### src/rtl/gpio_evt_pkg.sv
package gpio_evt_pkg;

    localparam int unsigned SEL_W = 3;

    typedef enum logic [SEL_W-1:0] {
        EVT_FALL = 3'd0,
        EVT_RISE = 3'd1,
        EVT_BOTH = 3'd2,
        EVT_LOW  = 3'd3,
        EVT_HIGH = 3'd4
    } evt_kind_e;

    typedef struct packed {
        logic now;
        logic last;
    } line_samp_t;

    function automatic logic evt_hit(logic [SEL_W-1:0] sel, line_samp_t s);
        logic hit;
        case (sel)
            EVT_FALL: hit = s.last & ~s.now;
            EVT_RISE: hit = ~s.last & s.now;
            EVT_BOTH: hit = s.last ^ s.now;
            EVT_LOW:  hit = ~s.now;
            EVT_HIGH: hit = s.now;
            default:  hit = 1'b0;
        endcase
        return hit;
    endfunction

endpackage

### src/rtl/gpio_evt_sync.sv
module gpio_evt_sync #(
    parameter int unsigned NUM_LINES = 32,
    parameter int unsigned STAGES    = 2
) (
    input  logic                 clk,
    input  logic                 rst,
    input  logic [NUM_LINES-1:0] pin_in,
    output logic [NUM_LINES-1:0] cur,
    output logic [NUM_LINES-1:0] prev
);
    localparam int unsigned LAST = STAGES - 1;

    logic [NUM_LINES-1:0] chain [STAGES];

    always_ff @(posedge clk) begin
        if (rst) chain[0] <= '0;
        else     chain[0] <= pin_in;
    end

    for (genvar k = 1; k < STAGES; k++) begin : g_stage
        always_ff @(posedge clk) begin
            if (rst) chain[k] <= '0;
            else     chain[k] <= chain[k-1];
        end
    end

    always_ff @(posedge clk) begin
        if (rst) prev <= '0;
        else     prev <= chain[LAST];
    end

    assign cur = chain[LAST];
endmodule

### src/rtl/gpio_evt_detect.sv
module gpio_evt_detect
    import gpio_evt_pkg::*;
#(
    parameter int unsigned NUM_LINES = 32
) (
    input  logic [SEL_W*NUM_LINES-1:0] evt_sel,
    input  logic [NUM_LINES-1:0]       cur,
    input  logic [NUM_LINES-1:0]       prev,
    output logic [NUM_LINES-1:0]       hit
);
    for (genvar i = 0; i < NUM_LINES; i++) begin : g_line
        line_samp_t samp;
        assign samp.now  = cur[i];
        assign samp.last = prev[i];
        assign hit[i] = evt_hit(evt_sel[i*SEL_W +: SEL_W], samp);
    end
endmodule

### src/rtl/gpio_evt_regs.sv
module gpio_evt_regs #(
    parameter int unsigned NUM_LINES = 32
) (
    input  logic                 clk,
    input  logic                 rst,
    input  logic [NUM_LINES-1:0] hit,
    input  logic                 pend_rd,
    input  logic                 en_set_wr,
    input  logic [NUM_LINES-1:0] en_set_data,
    input  logic                 en_clr_wr,
    input  logic [NUM_LINES-1:0] en_clr_data,
    output logic [NUM_LINES-1:0] pend_q,
    output logic [NUM_LINES-1:0] en_q
);
    logic [NUM_LINES-1:0] set_v, clr_v, keep_v;

    assign set_v  = en_set_wr ? en_set_data : '0;
    assign clr_v  = en_clr_wr ? en_clr_data : '0;
    assign keep_v = pend_rd   ? '0 : pend_q;

    always_ff @(posedge clk) begin
        if (rst) begin
            pend_q <= '0;
            en_q   <= '0;
        end else begin
            pend_q <= keep_v | hit;
            en_q   <= (en_q | set_v) & ~clr_v;
        end
    end
endmodule

### src/rtl/gpio_evt_ctrl.sv
module gpio_evt_ctrl
    import gpio_evt_pkg::*;
#(
    parameter int unsigned NUM_LINES   = 32,
    parameter int unsigned SYNC_STAGES = 2
) (
    input  logic                       clk,
    input  logic                       rst,
    input  logic [NUM_LINES-1:0]       pin_in,
    input  logic [SEL_W*NUM_LINES-1:0] evt_sel,
    input  logic                       en_set_wr,
    input  logic [NUM_LINES-1:0]       en_set_data,
    input  logic                       en_clr_wr,
    input  logic [NUM_LINES-1:0]       en_clr_data,
    input  logic                       pend_rd,
    output logic [NUM_LINES-1:0]       pend_rdata,
    output logic [NUM_LINES-1:0]       en_rdata,
    output logic                       irq
);
    logic [NUM_LINES-1:0] cur, prev, hit, pend_q, en_q;

    gpio_evt_sync #(.NUM_LINES(NUM_LINES), .STAGES(SYNC_STAGES)) sync_i (
        .clk(clk), .rst(rst), .pin_in(pin_in), .cur(cur), .prev(prev)
    );

    gpio_evt_detect #(.NUM_LINES(NUM_LINES)) detect_i (
        .evt_sel(evt_sel), .cur(cur), .prev(prev), .hit(hit)
    );

    gpio_evt_regs #(.NUM_LINES(NUM_LINES)) regs_i (
        .clk(clk), .rst(rst), .hit(hit), .pend_rd(pend_rd),
        .en_set_wr(en_set_wr), .en_set_data(en_set_data),
        .en_clr_wr(en_clr_wr), .en_clr_data(en_clr_data),
        .pend_q(pend_q), .en_q(en_q)
    );

    assign pend_rdata = pend_q;
    assign en_rdata   = en_q;
    assign irq        = |(pend_q & en_q);
endmodule

### config.mk
export PLATFORM = sky130hd
export DESIGN_NAME = gpio_evt_ctrl
export DESIGN_NICKNAME = d
export VERILOG_FILES = /design/src/rtl/gpio_evt_pkg.sv /design/src/rtl/gpio_evt_sync.sv /design/src/rtl/gpio_evt_detect.sv /design/src/rtl/gpio_evt_regs.sv /design/src/rtl/gpio_evt_ctrl.sv
export SDC_FILE = /design/constraint.sdc
export NUM_CORES = 1
export LEC_CHECK = 0
export BUFFER_PORTS_ARGS = -buffer_cell sky130_fd_sc_hd__buf_2
export CAP_MARGIN = 20
export CELL_PAD_IN_SITES_DETAIL_PLACEMENT = 1
export CELL_PAD_IN_SITES_GLOBAL_PLACEMENT = 1
export CORE_AREA = 4 4 153 155
export DETAILED_ROUTE_END_ITERATION = 8
export DIE_AREA = 0 0 157 159
export PLACE_DENSITY_LB_ADDON = 0.1
export RECOVER_POWER = 50
export SYNTH_ARGS = -nofsm -noshare
export SYNTH_HDL_FRONTEND = slang
export SYNTH_HIERARCHICAL = 1
export SYNTH_SLANG_ARGS = --single-unit
### constraint.sdc
create_clock -name clk -period 1.9 [get_ports clk]
set_input_delay 0.19 -clock clk [delete_from_list [all_inputs] [get_ports clk]]
set_output_delay 0.19 -clock clk [all_outputs]
set_load 0.01 [all_outputs]
==> run_results.csv, run 1 <==
group,metric,value,unit
outcome,status,"finished, violations left",
outcome,violations,"setup timing",
clock_tree,cts.path.max_buffers,2,
yosys,synthTopCellsByArea,"dfxtp_1 (42%), ha_1 (10%), mux4_2 (9.4%)",
setup_path,worstPathArrival,1910,ps
routing,drt_first_pass_iters,6,
sta,min_period,2100,ps
clock_tree,cts_buffers,17,
setup_path,cp_max_fo,3,
floorplan,ios,262,
setup_path,worstSetupPathType,"register to primary output",
setup_path,endpoint_kind,"primary output",
floorplan,die_y,159,um
setup_path,cp_slowest_cell,"or4_4",
sta,max_freq,477,MHz
global_route,grt_use_total,0.181,
global_route,antenna_found_initial,6,
sta,slew_headroom,0.325,
clock_tree,cts-root-buf,"clkbuf_16",
routing,drc_errors,0,
clock_tree,cts_max_level,4,
placed_design,dpl.cell_count,1273,
yosys,synth_cell_types,19,
floorplan,die_x,157,um
sta,hold_viol_final,0,
sta,worstMarginPinSlew,1010,ps
final_layout,final_common_cell,"buf_2",
floorplan,die-area,25000,um2
setup_path,max_stage_delay,480,ps
sta,fin_hold_ws,17.9,ps
floorplan,initial_core_util,0.351,
min_path,hold_depth,2,
final_layout,area_growth_syn_to_layout,36.0,%
clock_tree,clock_sinks,160,
sta,rsz0062_at_grt,"true",
yosys,ys_ff_latch,160,
clock_tree,clock_latency,420,ps
min_path,hold_path.class,"input port to register",
sta,setup_viol,1,
routing,wl_per_cell,16.6,um
sta,clock_skew,8.86,ps
final_layout,final_cell_mix,"buf_2 (258), inv_1 (160), dfxtp_1 (155)",
sta,worst_slack,-195,ps
floorplan,core_area,21800,um2
yosys,yosysTopAreaCell,"dfxtp_1",
routing,drt_iter0_markers,171,
yosys,netlist_instances,751,
setup_path,critPathLaunchType,"register",
placed_design,hpwlAfterDp,17.6,mm
final_layout,stdcell_count,1369,
setup_path,rr_startpoint,"sync_i/chain[1][25]",
global_route,grt-ovfl-total,0,
yosys,synth_top_area_frac,0.418,
routing,vias_per_cell,4.67,
yosys,avgSynthCellArea,10.2,um2
setup_path,worst_r2r_endpoint,"regs_i/pend_q[25]",
placed_design,gp_congestion,0.762,
pwr,ir_drop,0.000499,V
routing,wirelength,22.7,mm
sta,fin_crit_sh,1.10,
sta,slew_violations,0,
setup_path,cp_data_required_time,1710,ps
yosys,synth_warnings,6,
final_layout,drive_above_1_share,0.335,
routing,vias,6394,
clock_tree,cts_tree,"built",
final_layout,nets,1334,
global_route,grt_pass1_vias,6819,
pwr,total_power,8.30,mW
yosys,synthesis.area,7660,um2
clock_tree,clkTransAtPathRegs,60,ps
placed_design,port_buffers,261,
routing,detail-route-antenna-nets,0,
yosys,syn-num-nets,1012,
setup_path,crit_chain,"a22oi_2 -> nand4_1 -> or4_4 -> buf_6",
yosys,yosysSeqAreaShare,0.418,
global_route,grt_max_degree,56,
floorplan,row_count,54,
pwr,power_density,797,nW/um2
pwr,power_leakage,4.38,nW
global_route,grt_pass1_wl,35.4,mm
setup_path,ff2ff_setup_slack,120,ps
setup_path,reg2regPathDepth,6,
job,maxCapViolCount,0,
min_path,min_from,"pin_in[29]",
min_path,min_to,"sync_i/chain[0][29]",
clock_tree,post_cts_buffers,0,
cell families (layout without fill, tap and decap cells):
group                    after synthesis  after routing  share of synthesized area
AO/OA/AOI/OAI                        144            144                      0.146
adder cells (fa/ha/maj)               64             64                      0.105
buffers and inverters                186            520                      0.102
flip-flops                           160            160                      0.418
multiplexers                          32             32                     0.0941
other                                  0              4                          0
AND/OR/NAND/NOR                      165            165                      0.135
synth_stat cells:
| master | n |
|---|---|
| a211oi_1 | 2 |
| a211oi_2 | 30 |
| a21oi_1 | 64 |
| a22oi_1 | 15 |
| a22oi_2 | 1 |
| buf_2 | 12 |
| buf_4 | 5 |
| buf_6 | 7 |
| clkbuf_1 | 2 |
| dfxtp_1 | 160 |
| ha_1 | 64 |
| inv_1 | 160 |
| mux4_2 | 32 |
| nand2_1 | 1 |
| nand2b_1 | 63 |
| nand4_1 | 4 |
| nor2b_1 | 96 |
| o32ai_1 | 32 |
| or4_1 | 1 |
critical path, delay by kind of cell (launching register included):
kind / cells / cell delay, ps
AOI/OAI and AO/OA: 1 / 280
buffers and inverters: 1 / 140
DFF: 1 / 330
and+or+nand+nor: 2 / 730
registers in the layout (all words and copies together) (netlist names):
register and cells:
regs_i/pend_q 32, regs_i/en_q 32, sync_i/chain 64, sync_i/prev 32
routing by layer:
layer | global-route usage | part of all wire
met4 | 0.0619 | 0.018
met3 | 0.0636 | 0.084
met2 | 0.307 | 0.49
met5 | 0 | 0.0015
met1 | 0.212 | 0.40
power by group:
group | internal (mW) | total [mW] | switching, mW
Sequential | 3.52 | 3.64 | 0.119
Combinational | 0.593 | 1.09 | 0.501
Clock | 2.09 | 3.57 | 1.48
worst max path at each step:
stage,end,from,cells after the start,slack [ps]
after global placement,irq,regs_i/pend_q[14],4,120
final,irq,regs_i/pend_q[14],4,-200
after detailed placement,regs_i/pend_q[25],sync_i/chain[1][25],6,120
after global routing,irq,regs_i/pend_q[14],4,-240
after floorplan,regs_i/pend_q[31],sync_i/chain[1][31],6,450
after CTS,irq,regs_i/en_q[14],4,-210
area by class of cell:
| cell class | count | area, um2 |
|---|---|---|
| diodes | 4 | 10.0 |
| clock buffers | 17 | 425 |
| clock inverters | 14 | 181 |
| fillers | 2556 | 11400 |
| inverters | 160 | 601 |
| multi-input cells | 405 | 3650 |
| flip-flops and latches | 160 | 3210 |
| well taps | 280 | 350 |
| repair buffers | 329 | 1980 |
through the flow:
stage          setup slack (ps)  utilization  TNS (ps)  area (um2)
2_1_floorplan               445            -         0        7660
3_3_place_gp                119        0.423         0        9230
3_5_place_dp                121        0.423         0        9230
4_1_cts                    -211        0.479      -211       10500
5_1_grt                    -239        0.477      -239       10400
6_report                   -195        0.477      -195       10400
repair_timing:
action,4_1_cts,5_1_grt
hold buffers,61,0
endpoints found under the setup margin,1,2
cloned,0,0
pin swaps,3,7
gates resized for setup,5,8
endpoints found under the hold margin,61,0
Note: power is estimated with default switching activity, not from simulation.
==> run 2: changes to the inputs <==
- CORE_AREA: 4 4 153 155 -> 8 8 175 144
- DIE_AREA: 0 0 157 159 -> 0 0 183 152
==> run 2 against run 1 <==
Effect of this change: sequential power hardly changed; the flow still finishes with violations (setup timing); utilization down 0.74 points; critical path type unchanged; cell area is 0.12% higher; global-route usage shrank 0.27 points; power shrank 0.54%; flip-flop and latch count did not move; sequential share of layout area about the same; hold slack improved by 5.8 ps; clock-buffer cell count increased by 2; largest cell class unchanged; clock skew rose by 2.1 ps; die area rose by 11%.
==> run_results.csv, run 2 (same netlist as run 1, synthesis figures left out) <==
group,metric,value,unit
routing,wl_per_cell,17.7,um
global_route,grt_pass1_vias,6998,
job,maxCapViolCount,0,
min_path,min_to,"sync_i/chain[0][0]",
sta,worstMarginPinSlew,918,ps
final_layout,largest_register_ffs,64,
final_layout,drive_above_1_share,0.340,
sta,setup_viol,1,
sta,slew_violations,0,
floorplan,core_area,22200,um2
setup_path,crit_chain,"a22oi_2 -> nand4_1 -> or4_4 -> buf_6",
final_layout,nets,1335,
final_layout,final_common_cell,"buf_2",
routing,drt_iter0_markers,198,
outcome,violations,"setup timing",
setup_path,ff2ff_setup_slack,190,ps
pwr,netSwitchingPower,2.07,mW
sta,setup_tns,-92.8,ps
setup_path,endpoint_kind,"primary output",
setup_path,max_stage_delay,550,ps
floorplan,die_y,152,um
setup_path,cp_max_fo,2,
routing,drc_errors,0,
sta,slew_headroom,0.388,
setup_path,worstPathArrival,1800,ps
setup_path,worst_r2r_endpoint,"regs_i/pend_q[17]",
pwr,ir_drop,0.000457,V
pwr,power_density,792,nW/um2
global_route,antenna_found_initial,4,
pwr,internal_power,6.19,mW
global_route,grt_use_total,0.178,
floorplan,ios,262,
final_layout,area_growth_syn_to_layout,36.1,%
floorplan,die-area,27800,um2
pwr,p_seq_frac,0.441,
setup_path,critPathLaunchType,"register",
clock_tree,clock_latency,420,ps
sta,clock_skew,10.9,ps
routing,detail-route-antenna-nets,0,
pwr,clkPwrFrac,0.425,
min_path,hold_depth,2,
placed_design,gp_congestion,0.804,
clock_tree,cts.path.max_buffers,2,
placed_design,port_buffers,261,
setup_path,path_buf_inv,1,
final_layout,final_core_util,0.470,
final_layout,final_cell_mix,"buf_2 (259), inv_1 (160), dfxtp_1 (149)",
outcome,status,"finished, violations left",
final_layout,top_register,"sync_i/chain",
routing,vias,6338,
pwr,swShare,0.251,
sta,max_freq,502,MHz
global_route,grt-ovfl-total,0,
global_route,grt_max_degree,52,
sta,hold_viol_final,0,
clock_tree,cts-root-buf,"clkbuf_16",
setup_path,cp_data_required_time,1710,ps
pwr,power_leakage,4.37,nW
setup_path,reg2regPathDepth,6,
global_route,grt_pass1_wl,38.7,mm
floorplan,die_x,183,um
clock_tree,clock_sinks,160,
setup_path,worstSetupPathType,"register to primary output",
floorplan,row_count,49,
setup_path,critical_path.top_delay_family,"simple AND/OR/NAND/NOR gates",
sta,fin_crit_sh,1.05,
min_path,min_from,"pin_in[0]",
placed_design,hpwlAfterDp,19.0,mm
sta,fin_hold_ws,23.7,ps
routing,drt_first_pass_iters,4,
clock_tree,clkTransAtPathRegs,70,ps
clock_tree,cts_tree,"built",
sta,rsz0062_at_grt,"true",
sta,min_period,1990,ps
routing,wirelength,24.6,mm
sta,worst_slack,-92.8,ps
setup_path,rr_startpoint,"sync_i/chain[1][17]",
clock_tree,cts_buffers,17,
routing,vias_per_cell,4.55,
floorplan,initial_core_util,0.345,
setup_path,cp_slowest_cell,"or4_4",
clock_tree,cts_max_level,4,
min_path,hold_path.class,"input port to register",
pwr,total_power,8.26,mW
pwr,combPwrFrac,0.134,
==> run 2: cell types whose count changed in the layout (fill, tap and decap cells not counted), sizes merged <==
cell         delta
dlygate4sd3     -2
clkbuf          +1
buf             +4
diode           -2
clkinv          -1
inv             -1
==> run 2: area by class of cell <==
cell class,count,area [um2]
sequential,160,3220
fill,2596,11800
tap,306,383
multi-input combinational,405,3640
clock buffer,19,433
inverter,160,601
clock inverter,12,158
antenna,2,5.00
timing repair buffer,330,1990
==> run 2: per-stage QoR <==
step                worst slack (ps)  instances  instance area (um2)
finish                         -92.8       1394                10400
CTS                             -116       1392                10500
global route                    -189       1393                10400
floorplan                        445        751                 7660
detailed placement               197       1300                 9280
global placement                 213       1300                 9280
==> run 2: worst max path at each step <==
stage / from / endpoint / slack, ps / depth (start not counted)
after floorplan: sync_i/chain[1][31] / regs_i/pend_q[31] / 450 / 6
after global placement: sync_i/chain[1][17] / regs_i/pend_q[17] / 210 / 6
after detailed placement: sync_i/chain[1][17] / regs_i/pend_q[17] / 200 / 6
after CTS: regs_i/en_q[9] / irq / -120 / 4
after global routing: regs_i/en_q[8] / irq / -190 / 4
final: regs_i/en_q[8] / irq / -90 / 4
==> run 2: power by group through the flow <==
| stage | sequential, mW | clock [mW] | combinational, mW |
|---|---|---|---|
| 4_1_cts | 3.65 | 3.62 | 1.15 |
| 2_1_floorplan | 3.71 | 0 | 0.513 |
| 5_1_grt | 3.67 | 3.76 | 1.23 |
| 3_3_place_gp | 3.71 | 0 | 1.01 |
| 3_5_place_dp | 3.71 | 0 | 1.03 |
| 6_report | 3.64 | 3.50 | 1.11 |
==> run 2: routing by layer <==
metal | vias to the layer above | GRT usage | wire length [um]
li1 | 3140 | - | -
met1 | 2989 | 0.207 | 10700
met2 | 175 | 0.310 | 11900
met5 | - | 0 | 32
met4 | 6 | 0.0514 | 401
met3 | 28 | 0.0567 | 1630
==> run 2: repair_timing <==
action,in CTS,in global routing
endpoints found under the setup margin,1,1
hold endpoints to repair,59,0
hold buffers,59,0
cloned,0,0
resized for setup,21,3
buffers inserted,2,0
pin swaps,11,2
